<file path="src/rtl/acc4_core.sv">
module acc4_core (
  input  logic        clk,
  input  logic        rst_n,
  input  logic        test_i,
  output logic [11:0] rom_addr_o,
  input  logic [7:0]  rom_data_i,
  output logic [3:0]  acc_o,
  output logic        carry_o
);
  typedef enum logic [2:0] {S_SKIP, S_RUN, S_ARG, S_FADR, S_FDAT} st_t;

  st_t         st;
  logic [11:0] pcs [4];
  logic [1:0]  sp;
  logic [3:0]  acc, regs [16];
  logic        carry;
  logic [7:0]  op;

  wire [7:0]  d      = rom_data_i;
  wire [11:0] pc     = pcs[sp];
  wire [3:0]  rn     = regs[d[3:0]];
  wire [3:0]  pr_hi  = regs[{d[3:1], 1'b0}];
  wire [3:0]  pr_lo  = regs[{d[3:1], 1'b1}];
  wire [4:0]  add_s  = {1'b0, acc} + {1'b0, rn} + {4'b0, carry};
  wire [4:0]  sub_s  = {1'b0, acc} + {1'b0, ~rn} + {4'b0, ~carry};
  wire [4:0]  daa_s  = {1'b0, acc} + 5'd6;
  wire [3:0]  isz_v  = regs[op[3:0]] + 4'd1;
  wire        cond   = (op[1] && acc == 4'd0) || (op[2] && carry) || (op[3] && test_i);
  wire        take   = cond ^ op[0];
  wire [11:0] fin_a  = {pc[11:8], regs[4'd0], regs[4'd1]};

  assign rom_addr_o = (st == S_FADR) ? fin_a : pc;
  assign acc_o      = acc;
  assign carry_o    = carry;

  always_ff @(posedge clk or negedge rst_n) begin
    if (!rst_n) begin
      st    <= S_SKIP;
      sp    <= 2'd0;
      acc   <= 4'd0;
      carry <= 1'b0;
      op    <= 8'h00;
      for (int i = 0; i < 4; i++)  pcs[i]  <= 12'd0;
      for (int i = 0; i < 16; i++) regs[i] <= 4'd0;
    end else begin
      case (st)
        S_SKIP: begin
          pcs[sp] <= pc + 12'd1;
          st      <= S_RUN;
        end
        S_FADR: st <= S_FDAT;
        S_FDAT: begin
          regs[{op[3:1], 1'b0}] <= d[7:4];
          regs[{op[3:1], 1'b1}] <= d[3:0];
          pcs[sp] <= pc + 12'd1;
          st      <= S_RUN;
        end
        S_ARG: begin
          pcs[sp] <= pc + 12'd1;
          st      <= S_RUN;
          case (op[7:4])
            4'h1: if (take) begin
              pcs[sp] <= {pc[11:8], d};
              st      <= S_SKIP;
            end
            4'h2: begin
              regs[{op[3:1], 1'b0}] <= d[7:4];
              regs[{op[3:1], 1'b1}] <= d[3:0];
            end
            4'h4: begin
              pcs[sp] <= {op[3:0], d};
              st      <= S_SKIP;
            end
            4'h5: begin
              pcs[sp]         <= pc;
              pcs[sp + 2'd1]  <= {op[3:0], d};
              sp              <= sp + 2'd1;
              st              <= S_SKIP;
            end
            4'h7: begin
              regs[op[3:0]] <= isz_v;
              if (isz_v != 4'd0) begin
                pcs[sp] <= {pc[11:8], d};
                st      <= S_SKIP;
              end
            end
            default: ;
          endcase
        end
        default: begin
          op      <= d;
          pcs[sp] <= pc + 12'd1;
          st      <= S_RUN;
          case (d[7:4])
            4'h1, 4'h4, 4'h5, 4'h7: st <= S_ARG;
            4'h2: if (!d[0]) st <= S_ARG;
            4'h3: if (d[0]) begin
              pcs[sp] <= {pc[11:8], pr_hi, pr_lo};
              st      <= S_SKIP;
            end else begin
              pcs[sp] <= pc;
              st      <= S_FADR;
            end
            4'h6: regs[d[3:0]] <= rn + 4'd1;
            4'h8: {carry, acc} <= add_s;
            4'h9: {carry, acc} <= sub_s;
            4'hA: acc <= rn;
            4'hB: begin
              acc           <= rn;
              regs[d[3:0]]  <= acc;
            end
            4'hC: begin
              sp  <= sp - 2'd1;
              acc <= d[3:0];
              st  <= S_SKIP;
            end
            4'hD: acc <= d[3:0];
            4'hF: case (d[3:0])
              4'h0: begin acc <= 4'd0; carry <= 1'b0; end
              4'h1: carry <= 1'b0;
              4'h2: {carry, acc} <= {1'b0, acc} + 5'd1;
              4'h3: carry <= ~carry;
              4'h4: acc <= ~acc;
              4'h5: {carry, acc} <= {acc, carry};
              4'h6: {acc, carry} <= {carry, acc};
              4'h7: begin acc <= {3'b0, carry}; carry <= 1'b0; end
              4'h8: {carry, acc} <= {1'b0, acc} + 5'h0F;
              4'h9: begin acc <= carry ? 4'hA : 4'h9; carry <= 1'b0; end
              4'hA: carry <= 1'b1;
              4'hB: if (acc > 4'd9 || carry) begin
                acc <= daa_s[3:0];
                if (daa_s[4]) carry <= 1'b1;
              end
              default: ;
            endcase
            default: ;
          endcase
        end
      endcase
    end
  end


  ldm_load_chk: assert property (@(posedge clk) disable iff (!rst_n)
    (st == S_RUN && d[7:4] == 4'hD) |=> acc_o == $past(rom_data_i[3:0]));


  bbl_ret_chk: assert property (@(posedge clk) disable iff (!rst_n)
    (st == S_RUN && d[7:4] == 4'hC) |=> (acc_o == $past(rom_data_i[3:0]) && st == S_SKIP));


  nop_step_chk: assert property (@(posedge clk) disable iff (!rst_n)
    (st == S_RUN && d == 8'h00) |=> rom_addr_o == $past(rom_addr_o) + 12'd1);


  jun_target_chk: assert property (@(posedge clk) disable iff (!rst_n)
    (st == S_ARG && op[7:4] == 4'h4) |=> rom_addr_o == {$past(op[3:0]), $past(rom_data_i)});


  cmc_flip_chk: assert property (@(posedge clk) disable iff (!rst_n)
    (st == S_RUN && d == 8'hF3) |=> carry_o != $past(carry_o));


  inc_carry_chk: assert property (@(posedge clk) disable iff (!rst_n)
    (st == S_RUN && d[7:4] == 4'h6) |=> carry_o == $past(carry_o));


  daa_keep_chk: assert property (@(posedge clk) disable iff (!rst_n)
    (st == S_RUN && d == 8'hFB && carry_o) |=> carry_o);
endmodule

</file>
<file path="config.mk">
export PLATFORM = sky130hd
export DESIGN_NAME = acc4_core
export DESIGN_NICKNAME = d
export VERILOG_FILES = /design/src/rtl/acc4_core.sv
export SDC_FILE = /design/constraint.sdc
export NUM_CORES = 1
export LEC_CHECK = 0
export BUFFER_PORTS_ARGS = -buffer_cell sky130_fd_sc_hd__buf_2
export CAP_MARGIN = 20
export CORE_MARGIN = 4
export CORE_UTILIZATION = 49
export CTS_CLUSTER_DIAMETER = 150
export DETAILED_ROUTE_END_ITERATION = 7
export PLACE_DENSITY = 0.64
export SYNTH_ARGS = -nofsm -noshare
export SYNTH_HDL_FRONTEND = slang
export SYNTH_SLANG_ARGS = --single-unit
</file>
<file path="constraint.sdc">
create_clock -name clk -period 3.5 [get_ports clk]
set_input_delay 0.7 -clock clk [delete_from_list [all_inputs] [get_ports clk]]
set_output_delay 0.7 -clock clk [all_outputs]
set_load 0.05 [all_outputs]
</file>
Yosys cells after proc, flatten, opt, wreduce, memory -nomap -nowiden --
Cells that the tools add are included.
Word-level totals: bits in registers 130, input bits 11, output and inout port bits 17, logic and storage cells 205
Cells by class: $add $sub $neg 12, $lt $le $gt $ge 15, eq/ne operators 39, multiplexer cells 66, bitwise logic cells 15, reductions and logical operators 33
Operator list (number):
- 64-bit bitwise mux | 5
- 48-bit bitwise mux | 6
- 64-bit one-hot mux with 2 select lines | 2
- 48-bit 2-to-1 mux | 4
- 48-bit one-hot mux with 4 select lines | 1
- 64-bit one-hot mux with 3 select lines | 1
- 48-bit one-hot mux with 3 select lines | 1
- 4-bit binary-select mux with 4-bit select | 4
- 4-bit demux with 4-bit select | 4
- 4-bit 2-to-1 mux | 13
- 12-bit demux with 2-bit select | 2
- 12-bit 2-to-1 mux | 4
- 4-bit by 3-bit equality test with 1-bit output (second input constant) | 11
- 4-bit equality test (second input constant) | 11
- 4-bit one-hot mux with 9 select lines | 1
- 5-bit >= comparator (second input constant) | 6
- 4-bit inverter with 5-bit output | 6
- 12-bit binary-select mux with 2-bit select | 1
- 4-bit by 2-bit equality test with 1-bit output (second input constant) | 5
- 5-bit by 1-bit < comparator with 1-bit output (second input constant) | 4
- 4-bit one-hot mux with 5 select lines | 1
- 12-bit by 1-bit adder with 12-bit output (second input constant) | 1
- 4-bit by 1-bit equality test with 1-bit output (second input constant) | 3
- 4-bit OR reduction | 3
- 43 further kinds | 80

Logic depth before layout (Yosys ltp) --
depth in word-level cells 10, mapped depth 14

Least setup slack after synthesis --
Ideal clock, no wire load.
kind input-to-reg, start input rom_data_i[0], end register carry (netlist: carry_o), arrival 3892 ps, path slack -530 ps, cell stages on the path 14, path through clkbuf_1 buf_2 mux4_2 mux4_2 inv_1 fa_1 inv_1 fa_1 a21oi_1 o21bai_1 a21oi_1 nor2_1 a2111oi_0 a21oi_1
Between the ends: longest elaborated chain between the ends 8, elaborated cells on any way between the ends 27
RTL lines:
- start: declaration | line 6 | input logic [7:0] rom_data_i,
- 4-bit inverter with 5-bit output (implied by the code) | line 21 | wire [3:0] rn = regs[d[3:0]];
- 4-bit binary-select mux with 4-bit select | line 21
- 4-bit 2-to-1 mux (implied by the code) (2 in series) | line 21
- 4-bit inverter | line 25 | wire [4:0] sub_s = {1'b0, acc} + {1'b0, ~rn} + {4'b0, ~carry};
- 4-bit by 4-bit adder with 5-bit output | line 25
- 5-bit by 1-bit adder with 5-bit output | line 25
- 1-bit one-hot mux with 3 select lines | line 94 | case (d[7:4])
- end signal: assignment | line 105 | 4'h8: {carry, acc} <= add_s;
- end signal: assignment | line 106 | 4'h9: {carry, acc} <= sub_s;
- end signal: assignment | line 121 | 4'h2: {carry, acc} <= {1'b0, acc} + 5'd1;
- end: declaration | line 16 | logic carry;
Several ways; a longest one is shown, not always the timed one. The select of a mux whose other input is x is not followed. A chain may end at the register's enable or synchronous reset.

Worst setup path in the final report --
start register op[0], end register pcs[9] in the netlist's numbering
Between the ends: longest elaborated chain between the ends 9, elaborated cells on any way between the ends 11
RTL lines:
- start: declaration | line 17 | logic [7:0] op;
- 4-bit inverter with 5-bit output (implied by the code) | line 27 | wire [3:0] isz_v = regs[op[3:0]] + 4'd1;
- 4-bit binary-select mux with 4-bit select | line 27
- 4-bit 2-to-1 mux (implied by the code) (2 in series) | line 27
- 4-bit by 1-bit adder with 4-bit output | line 27
- 4-bit nonzero test | line 82 | if (isz_v != 4'd0) begin
- 48-bit 2-to-1 mux | line 82
- 48-bit one-hot mux with 4 select lines (*) | line 61 | case (op[7:4])
- 48-bit one-hot mux with 3 select lines (*) | line 46 | case (st)
- end signal: indexed assignment | line 48 | pcs[sp] <= pc + 12'd1;
- end signal: indexed assignment | line 63 | pcs[sp] <= {pc[11:8], d};
- end signal: indexed assignment | line 83 | pcs[sp] <= {pc[11:8], d};
- end: declaration | line 13 | logic [11:0] pcs [4];
Every way passes the cells marked *; elsewhere a longest branch is shown, timed or not. The select of a mux whose other input is x is not followed.

==> metrics.yaml <==
syn_area_mm2: 0.01434
grt_use_total: 0.3924
clkTransAtPathRegs_ps: 70
power_leakage_nw: 6.415
via_count: 17310
drc: 2
ys_seq_area_frac: 0.2268
start_kind: "flop"
area_growth_pct: 14.23
vias_per_cell: 7.124
swShare: 0.5345
startpoint: "op[0]$_DFFE_PN0P_"
outcome: "complete, but fails checks"
pwr-share-comb: 0.684
ir_worst_vdd_v: 0.0004343
critPathBufInv: 2
crit_path_end_kind: "flop"
drt_iter0_drc: 2267
max_slew_margin: 0.3342
nets: 2069
die_h_um: 179.1
post-place-ws_ps: -258.5
seqPwrFrac: 0.183
antenna_found_initial: 0
ant_nets: 0
synth_area_leaders: "dfrtp_1 23%, nand2_1 8.5%, mux4_2 8.2%, a21oi_1 7.9%, o21ai_0 7.8%"
holdWs_ps: 239.1
worstMarginPinSlew_ps: 995.0
hold_path_class: "primary input to async pin"
worst_r2r_path_depth: 12
gp_congestion: 1.081
fin_crit_sh: 0.9948
start_util: 0.4983
synth_edf_count: 0
grt_overflow: 0
critPathMaxFanout: 7
max_stage_delay_ps: 530
die_x_um: 179.1
ys_seq_elements: 130
hpwl_um: 44770
synth_cell_type_count: 80
hold_viol: 0
syn_avg_cell_area_um2: 7.229
dr.pass1.iters: 8
fp.dieArea_mm2: 0.03207
path_common_cell: "buf_4"
fmax_mhz: 287.2
ys.flop_type: "dfrtp_1"
h-tree-depth: 4
p_switching_mw: 7.717
antenna_cells: 0
clockPowerShare: 0.133
drv_slew: 0
clock_sinks: 130
worstPathCellList: "buf_4, mux4_2, a22oi_1, nand3_2, ha_1, nand2_1, nor4_4, nand2b_2, buf_4, a221o_1, a222oi_1, nor2_1"
grt_setup_unrepaired: "no"
num_rows: 62
cpMaxStageDelayCell: "dfrtp_2"
cts_tree: "built"
ctsRootBufferMaster: "clkbuf_16"
yosys.area.top_type: "dfrtp_1"
clockBufferDepth: 2
worstSetupPathType: "flop to flop"
cp-endpoint: "pcs[9]$_DFFE_PN0N_"
async_flop_share: 1.000
drive_gt1_frac: 0.1676
finalWirelength_um: 63550
postSynthNetCount: 2020
required_ps: 3840
grt_max_degree: 63
crit_arrival_ps: 3820
skew_ps: 17.13
worstReg2RegStart: "op[0]$_DFFE_PN0P_"
core_area_mm2: 0.02878
yosysWarnings: 0
p_per_area_mw_per_mm2: 881.2
synthCells: 1984
io_buffers: 27
numCtsBuffers: 17
crit_family: "compound AO/OA/AOI/OAI gates"
violations: "design-rule violations"
period_minus_slack_ps: 3482
io_pins: 28
drv_cap: 0
setup_viol: 0
layout_setup_ws_ps: 18.16
p_int_mw: 6.721
routedWlPerCell_um: 26.15
netlist.area_leader.share: 0.2268
rrSetupSlack_ps: 20
insertion_delay_ps: 470
rr_endpoint: "pcs[9]$_DFFE_PN0N_"
path_depth: 12
grt_pass1_wl_um: 96570
first_global_vias: 16170
==> layer usage <==
metal | GRT usage | share of wire
met2 | 0.6164 | 0.45
met1 | 0.4948 | 0.37
met4 | 0.2530 | 0.075
met5 | 0 | 0
met3 | 0.07275 | 0.11
==> worst min path at each step <==
stage / slack (ps) / endpoint / from / cells after the start
final: 240 / sp[0]$_DFFE_PN0P_ / rst_n / 1
after global routing: 290 / sp[0]$_DFFE_PN0P_ / rst_n / 1
after CTS: 260 / sp[0]$_DFFE_PN0P_ / rst_n / 1
after detailed placement: 500 / pcs[15]$_DFFE_PN0N_ / pcs[15]$_DFFE_PN0N_ / 2
after global placement: 500 / pcs[15]$_DFFE_PN0N_ / pcs[15]$_DFFE_PN0N_ / 2
after floorplan: 400 / async pin / rst_n / 0
==> cell type report <==
type / count / area, µm²
Timing Repair Buffer: 218 / 1675
Clock buffer: 20 / 456.7
Clock inverter: 12 / 132.6
Tap cell: 384 / 480.5
Multi-Input combinational cell: 1629 / 10240
Inverter: 37 / 138.9
Sequential cell: 130 / 3254
Fill cell: 2745 / 12400
==> through the flow <==
step                power (mW)  instance area [µm²]  TNS [ps]  instances    util
CTS                      14.11                16340         0       2427  0.5679
global route             15.27                16380         0       2430  0.5693
finish                   14.44                16380         0       2430  0.5693
detailed placement       12.16                15740     -3400       2393  0.5467
floorplan                9.089                14370         0       1984       -
global placement         12.01                15740     -1386       2393  0.5467
==> what timing repair did <==
| action | 4_1_cts | 5_1_grt |
|---|---|---|
| hold endpoints to repair | 0 | 0 |
| endpoints found under the setup margin | 7 | 8 |
| gates cloned | 0 | 0 |
| setup buffers | 2 | 3 |
| pin swaps | 0 | 1 |
| gates resized for setup | 2 | 6 |
| hold buffers | 0 | 0 |
==> cell usage in the layout (no fill, tap or decap), types with 35 or more instances in the layout <==
| cell type | Yosys | final |
|---|---|---|
| a211oi_1 | 73 | 73 |
| a21oi_1 | 225 | 223 |
| buf_4 | 4 | 183 |
| dfrtp_1 | 130 | 129 |
| mux2i_1 | 35 | 35 |
| mux4_2 | 52 | 53 |
| nand2_1 | 324 | 323 |
| nor2_1 | 178 | 178 |
| nor2b_1 | 38 | 38 |
| o21ai_0 | 223 | 223 |
==> worst register-to-register path: stages (launching register included) <==
cell and delay, ps:
dfrtp_2 530, buf_4 210, mux4_2 530, a22oi_1 230, nand3_2 140, ha_1 250
nand2_1 140, nor4_4 80, nand2b_2 270, buf_4 220, a221o_1 320, a222oi_1 350
nor2_1 90
==> cells in the mapped netlist, drive strengths merged, types with 30 or more instances <==
cell,instances
o22ai,30
nor2b,38
mux4,55
buf,38
a21oi,226
nor3,34
nand2,324
a211oi,73
inv,34
o21ai,232
nand3,33
mux2i,35
nor2,178
clkbuf,150
dfrtp,130
==> power by group through the flow <==
| stage | sequential [mW] | combinational [mW] | clock (mW) |
|---|---|---|---|
| after global placement | 2.62 | 9.39 | 0 |
| final | 2.65 | 9.87 | 1.92 |
| after CTS | 2.60 | 9.59 | 1.91 |
| after global routing | 2.68 | 10.6 | 1.97 |
| after detailed placement | 2.63 | 9.54 | 0 |
| after floorplan | 2.52 | 6.56 | 0 |
==> cell families (layout without fill, tap and decap cells) <==
logic type                 Yosys count  in the layout  synth area share
DFF                                130            130            0.2268
buffers and inverters              225            287           0.06220
and+or+nand+nor                    692            692            0.2129
adders and majority gates           26             26           0.02460
AOI/OAI and AO/OA                  791            791            0.3427
xor gates and xnor gates            25             25           0.01527
muxes                               95             95            0.1155
(Power assumes the default switching activity.)
